`src/rtl/pps_pkg.sv`:
```
package pps_pkg;
  localparam int VCO_W = 6;
  localparam int REF_W = 5;
  localparam int DF_W  = 4;
  localparam int DOT_W = 5;
  localparam int NUM_W = 8;
  localparam int DEN_W = 12;
  localparam int F_CNT  = 16;
  localparam int MN_CNT = 8;
  localparam int VCO_BIAS = 65;

  localparam logic [7:0] A_CTRL   = 8'h02;
  localparam logic [7:0] A_MODE   = 8'h10;
  localparam logic [7:0] A_FSEL   = 8'h11;
  localparam logic [7:0] A_FREF   = 8'h14;
  localparam logic [7:0] A_FIXREF = 8'h15;
  localparam logic [7:0] A_FIXVCO = 8'h16;
  localparam logic [7:0] A_TBL    = 8'h20;

  localparam logic [2:0] M_F_EXT  = 3'd0;
  localparam logic [2:0] M_MN_EXT = 3'd1;
  localparam logic [2:0] M_F_REG  = 3'd2;
  localparam logic [2:0] M_MN_REG = 3'd3;

  typedef struct packed {
    logic [VCO_W-1:0] vco;
    logic [DF_W-1:0]  df;
    logic [REF_W-1:0] rc;
    logic [DOT_W-1:0] dot;
  } pll_set_t;

  function automatic logic [DF_W-1:0] df_of(input logic [1:0] code);
    return DF_W'(4'b1000 >> code);
  endfunction

  function automatic logic [DOT_W-1:0] dot_of(input logic [2:0] code);
    logic [DOT_W-1:0] r;
    case (code)
      3'd1:    r = DOT_W'(2);
      3'd2:    r = DOT_W'(4);
      3'd3:    r = DOT_W'(8);
      3'd4:    r = DOT_W'(16);
      default: r = DOT_W'(1);
    endcase
    return r;
  endfunction
endpackage

```
`src/rtl/pps_regfile.sv`:
```
module pps_regfile
  import pps_pkg::*;
#(
  parameter int IDX_W = 16,
  parameter int DEPTH = 64
) (
  input  logic             clk,
  input  logic             rst_n,
  input  logic             idx_wr,
  input  logic [IDX_W-1:0] idx_val,
  input  logic             data_wr,
  input  logic             data_rd,
  input  logic             auto_inc,
  input  logic [7:0]       wdata,
  output logic [7:0]       rdata,
  output logic [IDX_W-1:0] cur_idx,
  output logic             prog_en,
  output logic [2:0]       dot_code,
  output logic [7:0]       mode_b,
  output logic [3:0]       fsel,
  output logic [7:0]       fix_vco,
  output logic [REF_W-1:0] fix_ref
);
  localparam int AW = $clog2(DEPTH);

  logic [IDX_W-1:0] idx_q, idx_d;
  logic [7:0]       mem_q [DEPTH];
  logic [7:0]       mem_d [DEPTH];
  logic             in_win;
  logic [AW-1:0]    slot;
  logic             idx_en, mem_en;

  assign in_win = (idx_q < IDX_W'(DEPTH));
  assign slot   = idx_q[AW-1:0];

  always_comb begin
    idx_d  = idx_q;
    idx_en = 1'b0;
    if (idx_wr) begin
      idx_d  = idx_val;
      idx_en = 1'b1;
    end else if ((data_wr || data_rd) && auto_inc) begin
      idx_d  = idx_q + 1'b1;
      idx_en = 1'b1;
    end
  end

  always_comb begin
    mem_d  = mem_q;
    mem_en = data_wr && in_win;
    if (mem_en) mem_d[slot] = wdata;
  end

  always_ff @(posedge clk or negedge rst_n) begin
    if (!rst_n) begin
      idx_q <= '0;
    end else if (idx_en) begin
      idx_q <= idx_d;
    end
  end

  always_ff @(posedge clk or negedge rst_n) begin
    if (!rst_n) begin
      for (int i = 0; i < DEPTH; i++) mem_q[i] <= '0;
    end else if (mem_en) begin
      mem_q <= mem_d;
    end
  end

  assign rdata    = in_win ? mem_q[slot] : 8'h00;
  assign cur_idx  = idx_q;
  assign prog_en  = mem_q[A_CTRL[AW-1:0]][0];
  assign dot_code = mem_q[A_CTRL[AW-1:0]][3:1];
  assign mode_b   = mem_q[A_MODE[AW-1:0]];
  assign fsel     = mem_q[A_FSEL[AW-1:0]][3:0];
  assign fix_vco  = mem_q[A_FIXVCO[AW-1:0]];
  assign fix_ref  = mem_q[A_FIXREF[AW-1:0]][REF_W-1:0];
endmodule

```
`src/rtl/pps_shadow.sv`:
```
module pps_shadow
  import pps_pkg::*;
#(
  parameter int IDX_W = 16
) (
  input  logic                          clk,
  input  logic                          rst_n,
  input  logic                          data_wr,
  input  logic [IDX_W-1:0]              cur_idx,
  input  logic [7:0]                    wdata,
  input  logic                          prog_en,
  input  logic [7:0]                    mode_b,
  output logic [F_CNT-1:0][7:0]         f_q,
  output logic [MN_CNT-1:0][7:0]        m_q,
  output logic [MN_CNT-1:0][REF_W-1:0]  n_q,
  output logic [REF_W-1:0]              fref_q
);
  localparam int OFF_W = $clog2(F_CNT);

  logic [F_CNT-1:0][7:0]        f_d;
  logic [MN_CNT-1:0][7:0]       m_d;
  logic [MN_CNT-1:0][REF_W-1:0] n_d;
  logic [REF_W-1:0]             fref_d;
  logic tbl_hit, f_mode, mn_mode, fref_hit;
  logic f_en, mn_en, fref_en;
  logic [OFF_W-1:0] off;

  assign off      = cur_idx[OFF_W-1:0];
  assign tbl_hit  = data_wr && prog_en &&
                    (cur_idx[IDX_W-1:OFF_W] == (IDX_W-OFF_W)'(A_TBL >> OFF_W));
  assign f_mode   = (mode_b[2:0] == M_F_EXT) || (mode_b[2:0] == M_F_REG);
  assign mn_mode  = (mode_b[2:0] == M_MN_EXT) || (mode_b[2:0] == M_MN_REG);
  assign fref_hit = data_wr && prog_en && (cur_idx == IDX_W'(A_FREF)) &&
                    ((mode_b == 8'h00) || (mode_b == 8'h02));

  always_comb begin
    f_d    = f_q;
    m_d    = m_q;
    n_d    = n_q;
    fref_d = fref_q;
    f_en   = tbl_hit && f_mode;
    mn_en  = tbl_hit && mn_mode;
    fref_en = fref_hit;
    if (f_en) f_d[off] = wdata;
    if (mn_en) begin
      if (off[0]) n_d[off[OFF_W-1:1]] = wdata[REF_W-1:0];
      else        m_d[off[OFF_W-1:1]] = wdata;
    end
    if (fref_en) fref_d = wdata[REF_W-1:0];
  end

  always_ff @(posedge clk or negedge rst_n) begin
    if (!rst_n) f_q <= '0;
    else if (f_en) f_q <= f_d;
  end

  always_ff @(posedge clk or negedge rst_n) begin
    if (!rst_n) begin
      m_q <= '0;
      n_q <= '0;
    end else if (mn_en) begin
      m_q <= m_d;
      n_q <= n_d;
    end
  end

  always_ff @(posedge clk or negedge rst_n) begin
    if (!rst_n) fref_q <= '0;
    else if (fref_en) fref_q <= fref_d;
  end
endmodule

```
`src/rtl/pps_select.sv`:
```
module pps_select
  import pps_pkg::*;
(
  input  logic                          clk,
  input  logic                          rst_n,
  input  logic                          prog_en,
  input  logic [2:0]                    mode,
  input  logic [3:0]                    fsel,
  input  logic [2:0]                    dot_code,
  input  logic [7:0]                    fix_vco,
  input  logic [REF_W-1:0]              fix_ref,
  input  logic [F_CNT-1:0][7:0]         f_q,
  input  logic [MN_CNT-1:0][7:0]        m_q,
  input  logic [MN_CNT-1:0][REF_W-1:0]  n_q,
  input  logic [REF_W-1:0]              fref_q,
  input  logic [1:0]                    csel,
  output logic [VCO_W-1:0]              vco_cnt,
  output logic [DF_W-1:0]               post_df,
  output logic [REF_W-1:0]              ref_cnt,
  output logic [DOT_W-1:0]              dot_div,
  output logic [NUM_W-1:0]              pll_num,
  output logic [DEN_W-1:0]              pll_den
);
  logic [7:0]       vb;
  logic [REF_W-1:0] rb;
  pll_set_t         set_d, set_q;
  logic [NUM_W-1:0] num_d, num_q;
  logic [DEN_W-1:0] den_d, den_q;

  always_comb begin
    vb = fix_vco;
    rb = fix_ref;
    if (prog_en) begin
      case (mode)
        M_MN_EXT: begin
          vb = m_q[{1'b0, csel}];
          rb = n_q[{1'b0, csel}];
        end
        M_F_REG: begin
          vb = f_q[fsel];
          rb = fref_q;
        end
        M_MN_REG: begin
          vb = m_q[fsel[2:0]];
          rb = n_q[fsel[2:0]];
        end
        default: begin
          vb = f_q[{2'b00, csel}];
          rb = fref_q;
        end
      endcase
    end
  end

  always_comb begin
    set_d.vco = vb[VCO_W-1:0];
    set_d.df  = df_of(vb[7:6]);
    set_d.rc  = rb;
    set_d.dot = dot_of(dot_code);
    num_d = NUM_W'(set_d.vco) + NUM_W'(VCO_BIAS);
    den_d = DEN_W'(set_d.rc) * DEN_W'(set_d.df) * DEN_W'(set_d.dot);
  end

  always_ff @(posedge clk or negedge rst_n) begin
    if (!rst_n) begin
      set_q <= '{vco: '0, df: DF_W'(8), rc: '0, dot: DOT_W'(1)};
      num_q <= NUM_W'(VCO_BIAS);
      den_q <= '0;
    end else begin
      set_q <= set_d;
      num_q <= num_d;
      den_q <= den_d;
    end
  end

  assign vco_cnt = set_q.vco;
  assign post_df = set_q.df;
  assign ref_cnt = set_q.rc;
  assign dot_div = set_q.dot;
  assign pll_num = num_q;
  assign pll_den = den_q;
endmodule

```
`src/rtl/pll_param_sel.sv`:
```
module pll_param_sel
  import pps_pkg::*;
#(
  parameter int IDX_W = 16,
  parameter int DEPTH = 64
) (
  input  logic             clk,
  input  logic             rst_n,
  input  logic             idx_wr,
  input  logic [IDX_W-1:0] idx_val,
  input  logic             data_wr,
  input  logic             data_rd,
  input  logic             auto_inc,
  input  logic [7:0]       wdata,
  output logic [7:0]       rdata,
  input  logic [1:0]       clk_sel,
  output logic [VCO_W-1:0] vco_cnt,
  output logic [DF_W-1:0]  post_df,
  output logic [REF_W-1:0] ref_cnt,
  output logic [DOT_W-1:0] dot_div,
  output logic [NUM_W-1:0] pll_num,
  output logic [DEN_W-1:0] pll_den
);
  logic [IDX_W-1:0]             cur_idx;
  logic                         prog_en;
  logic [2:0]                   dot_code;
  logic [7:0]                   mode_b;
  logic [3:0]                   fsel;
  logic [7:0]                   fix_vco;
  logic [REF_W-1:0]             fix_ref;
  logic [F_CNT-1:0][7:0]        f_q;
  logic [MN_CNT-1:0][7:0]       m_q;
  logic [MN_CNT-1:0][REF_W-1:0] n_q;
  logic [REF_W-1:0]             fref_q;

  pps_regfile #(.IDX_W(IDX_W), .DEPTH(DEPTH)) u_regs (
    .clk(clk), .rst_n(rst_n), .idx_wr(idx_wr), .idx_val(idx_val),
    .data_wr(data_wr), .data_rd(data_rd), .auto_inc(auto_inc),
    .wdata(wdata), .rdata(rdata), .cur_idx(cur_idx), .prog_en(prog_en),
    .dot_code(dot_code), .mode_b(mode_b), .fsel(fsel),
    .fix_vco(fix_vco), .fix_ref(fix_ref)
  );

  pps_shadow #(.IDX_W(IDX_W)) u_shadow (
    .clk(clk), .rst_n(rst_n), .data_wr(data_wr), .cur_idx(cur_idx),
    .wdata(wdata), .prog_en(prog_en), .mode_b(mode_b),
    .f_q(f_q), .m_q(m_q), .n_q(n_q), .fref_q(fref_q)
  );

  pps_select u_sel (
    .clk(clk), .rst_n(rst_n), .prog_en(prog_en), .mode(mode_b[2:0]),
    .fsel(fsel), .dot_code(dot_code), .fix_vco(fix_vco), .fix_ref(fix_ref),
    .f_q(f_q), .m_q(m_q), .n_q(n_q), .fref_q(fref_q), .csel(clk_sel),
    .vco_cnt(vco_cnt), .post_df(post_df), .ref_cnt(ref_cnt),
    .dot_div(dot_div), .pll_num(pll_num), .pll_den(pll_den)
  );
endmodule

```
`config.mk`:
```
export PLATFORM = sky130hd
export DESIGN_NAME = pll_param_sel
export DESIGN_NICKNAME = d
export VERILOG_FILES = /design/src/rtl/pps_pkg.sv /design/src/rtl/pps_regfile.sv /design/src/rtl/pps_shadow.sv /design/src/rtl/pps_select.sv /design/src/rtl/pll_param_sel.sv
export SDC_FILE = /design/constraint.sdc
export NUM_CORES = 1
export LEC_CHECK = 0
export ABC_CLOCK_PERIOD_IN_PS = 14100
export BUFFER_PORTS_ARGS = -buffer_cell sky130_fd_sc_hd__buf_2
export CAP_MARGIN = 20
export CELL_PAD_IN_SITES_DETAIL_PLACEMENT = 0
export CELL_PAD_IN_SITES_GLOBAL_PLACEMENT = 1
export CORE_MARGIN = 2
export CORE_UTILIZATION = 34
export DETAILED_ROUTE_END_ITERATION = 10
export PLACE_DENSITY = 0.54
export SLEW_MARGIN = 20
export SYNTH_ARGS = -nofsm -noshare
export SYNTH_HDL_FRONTEND = slang
export SYNTH_SLANG_ARGS = --single-unit
```
`constraint.sdc`:
```
create_clock -name clk -period 14.1 [get_ports clk]
set_input_delay 1.41 -clock clk [delete_from_list [all_inputs] [get_ports clk]]
set_output_delay 1.41 -clock clk [all_outputs]
set_load 0.05 [all_outputs]
```
==> flow_metrics.py <==
metrics = {
    "cts": {
        "tritoncts": "yes",
        "cts_resized": 0,
        "numCtsBuffers": 92,
        "path_clk_slew_ps": 60,
        "hold_buffers": 0,
        "h-tree-depth": 3,
        "insertion_delay_ps": 670,
        "clock-sinks": 805,
        "cts_root_buf": "clkbuf_16",
        "cts_setup_buffers": 0,
        "cts.path.max_buffers": 3,
    },
    "global_route": {
        "grt_pass1_wl_mm": 179,
        "grt_overflow": 0,
        "grt_max_degree": 171,
        "antenna_found_initial": 4,
        "grt_pass1_vias": 26200,
        "grt_usage_pct": 20.5,
    },
    "floorplan": {
        "io-pin-count": 80,
        "die-area_sq_mm": 0.116,
        "fp.coreArea_sq_mm": 0.112,
        "fp-row-count": 123,
        "die_y_um": 341,
        "start_util_pct": 34.2,
        "die_x_um": 341,
    },
    "synth": {
        "ys_top_cells_by_area": "dfrtp_1 52%, mux2_2 22%, mux4_2 4.6%",
        "ys.flop_type": "dfrtp_1",
        "ys_types": 85,
        "synth-seq-area-share_pct": 52.3,
        "ys_ff_latch": 805,
        "synth_edf_count": 0,
        "synth_top_area_share_pct": 52.0,
        "synth_fp_nets": 2957,
        "synth_warnings": 0,
        "ys_async_sr_fraction_pct": 100,
        "synth_cells": 2864,
        "synth_area_sq_mm": 0.0385,
        "yosys.area.top_type": "dfrtp_1",
        "avgSynthCellArea_sq_um": 13.5,
    },
    "timing": {
        "setup_viol": 0,
        "timing.final.crit_share_pct": 63.1,
        "slew_headroom_pct": 22.4,
        "worst_slew_pin_slew_ps": 1160,
        "finalMaxSlewViolations": 0,
        "period_needed_ps": 8900,
        "fin_setup_tns_ps": 0,
        "clock.fmax_ghz": 0.112,
        "rsz0062_at_grt": "no",
        "finClkSkew_ps": 30.1,
        "hold_violations": 0,
    },
    "power": {
        "clock_power_share_pct": 47.5,
        "p_comb_share_pct": 6.4,
        "p_leak_nw": 20.4,
        "peakVddDrop_mv": 0.0837,
        "p_seq_share_pct": 46.1,
        "fin_total_pwr_w": 0.00509,
        "powerDensity_mw_per_mm2": 117,
        "p_switching_w": 0.00127,
        "swShare_pct": 24.9,
        "power.internal_w": 0.00382,
    },
    "layout": {
        "diodes": 0,
        "stdcell_area_sq_mm": 0.0434,
        "layout.cells.most_common": "dfrtp_1",
        "final_util_pct": 38.6,
        "layout_common_cells": "794 x dfrtp_1, 761 x mux2_2, 158 x a22oi_1",
        "drive_gt1_share_pct": 40.9,
        "fillers": 10600,
        "nNetsFinal": 2980,
        "area.growth.synth_to_final_pct": 12.7,
    },
    "worst_setup_path": {
        "reg2reg_from": "u_regs.fsel[0]$_DFFE_PN0P_",
        "cp.required_ps": 14630,
        "crit_end": "u_sel.pll_den[11]$_DFF_PN0_",
        "critPathLaunch": "clk_sel[0]",
        "worstPathMaxFanout": 21,
        "setup.worst_path.end_class": "flop",
        "r2r_slack_ps": 5210,
        "path_class": "in2reg",
        "cp-start-kind": "input pin",
        "timing.rr.end": "u_sel.pll_den[11]$_DFF_PN0_",
        "reg2regPathDepth": 27,
        "cp_data_arrival_time_ps": 9430,
    },
    "routing": {
        "drtPass1Iterations": 7,
        "viasPerCell": 5.57,
        "met3_length_mm": 5.51,
        "wl_met1_mm": 55.0,
        "drc": 0,
        "wirelength_mm": 119,
        "top_layer": "met5",
        "wire_per_inst_um": 26.7,
        "ant_nets": 0,
        "num_vias": 24800,
        "drt_iter0_drc": 1679,
        "wl_met2_mm": 54.7,
    },
    "flow_run": {
        "maxCapViolations": 0,
    },
    "placement": {
        "gp_congestion": 0.795,
        "dp_hpwl_mm": 74.1,
        "port_buffers": 79,
        "place_area_sq_mm": 0.0404,
    },
    "worst_hold_path": {
        "hold_class": "reg2reg",
        "hp-start": "u_shadow.f_q[54]$_DFFE_PN0P_",
    },
    "outcome": {
        "status": "completed",
    },
}
worst max-delay path, cell delays in order:
cell      delay, ps
buf_2           650
mux4_2          600
a32o_1          220
nor2_1          110
a31oi_2         220
nor3_1          600
nand2b_1        170
fa_1            560
inv_1            60
fa_1            560
inv_1            60
fa_1            480
nor2b_1         130
o21ai_0         110
a21oi_1         190
nand2b_1        240
nor2_1           80
fa_1            470
fa_1            550
inv_1            60
fa_1            530
inv_1            40
ha_1            220
or3_1           360
o21ai_0          70
a21oi_1          90
a31oi_1         240
xnor3_1         330
synth_stat cells (all sizes together), types with 19 or more instances:
| cell type | instances |
|---|---|
| inv | 56 |
| a21oi | 41 |
| mux4 | 79 |
| o21ai | 52 |
| nand4 | 35 |
| dfrtp | 801 |
| a22o | 26 |
| fa | 26 |
| nand2b | 20 |
| a221oi | 34 |
| a22oi | 158 |
| clkbuf | 134 |
| nand3 | 33 |
| mux2 | 761 |
| ha | 35 |
| nor2 | 128 |
| nand2 | 107 |
| xor2 | 19 |
| mux2i | 45 |
| buf | 63 |
| nor3 | 25 |
flip-flops by register name (all words and copies together), names as in the netlist, 8 cells and up:
signal and count:
u_regs.mem_q 483, u_shadow.f_q 128, u_shadow.m_q 64, u_shadow.n_q 40, u_regs.cur_idx 16, u_sel.pll_den 12, u_regs.fix_vco 8, u_regs.mode_b 8
u_sel.pll_num 8
cell families (layout without fill, tap and decap cells):
kind of cell / Yosys count / after routing / synth area share, %
XOR/XNOR: 34 / 34 / 0.809
AO/OA/AOI/OAI: 405 / 405 / 7.60
flip-flops: 805 / 805 / 52.3
buffers and inverters: 253 / 337 / 2.85
adder cells (fa/ha/maj): 61 / 61 / 2.49
multiplexers: 885 / 885 / 28.0
AND/OR/NAND/NOR: 421 / 421 / 5.93
how the worst min path moves through the flow:
stage / end / slack [ps] / cells after the start
6_report: u_shadow.f_q[54]$_DFFE_PN0P_ / 500 / 1
5_1_grt: u_regs.mem_q[233]$_DFFE_PN0P_ / 510 / 1
4_1_cts: u_shadow.f_q[70]$_DFFE_PN0P_ / 510 / 1
3_5_place_dp: u_shadow.f_q[70]$_DFFE_PN0P_ / 490 / 1
3_3_place_gp: u_regs.mem_q[303]$_DFFE_PN0P_ / 480 / 1
2_1_floorplan: u_regs.mem_q[485]$_DFFE_PN0P_ / 470 / 1
final cells by class:
cell class,instances,area (sq um),share of cell area [%]
sequential,805,20200,46.4
multi-input combinational,1806,17300,39.9
clock buffer,129,2670,6.15
tap,1500,1880,4.32
timing repair buffer,126,860,1.98
clock inverter,26,318,0.732
inverter,56,210,0.484
stage by stage:
| stage | setup slack (ps) | std cells | hold slack (ps) |
|---|---|---|---|
| after global placement | 4510 | 4291 | 484 |
| after detailed placement | 4460 | 4291 | 492 |
| after global routing | 4610 | 4448 | 510 |
| after floorplan | 5970 | 2864 | 474 |
| final | 5200 | 4448 | 500 |
| after CTS | 5130 | 4446 | 505 |
power groups by stage:
stage / clock network, W / logic (W) / registers (W)
finish: 0.00242 / 0.000328 / 0.00234
global route: 0.00257 / 0.000349 / 0.00234
CTS: 0.00247 / 0.000329 / 0.00234
detailed placement: 0 / 0.000329 / 0.00238
global placement: 0 / 0.000324 / 0.00238
floorplan: 0 / 0.000149 / 0.00237
metal layers:
layer | track usage [%] | up-vias
met4 | 6.74 | 4
met2 | 32.2 | 598
met3 | 3.37 | 190
met1 | 28.9 | 13400
met5 | 0 | -
li1 | - | 10600
(Power assumes the default switching activity.)
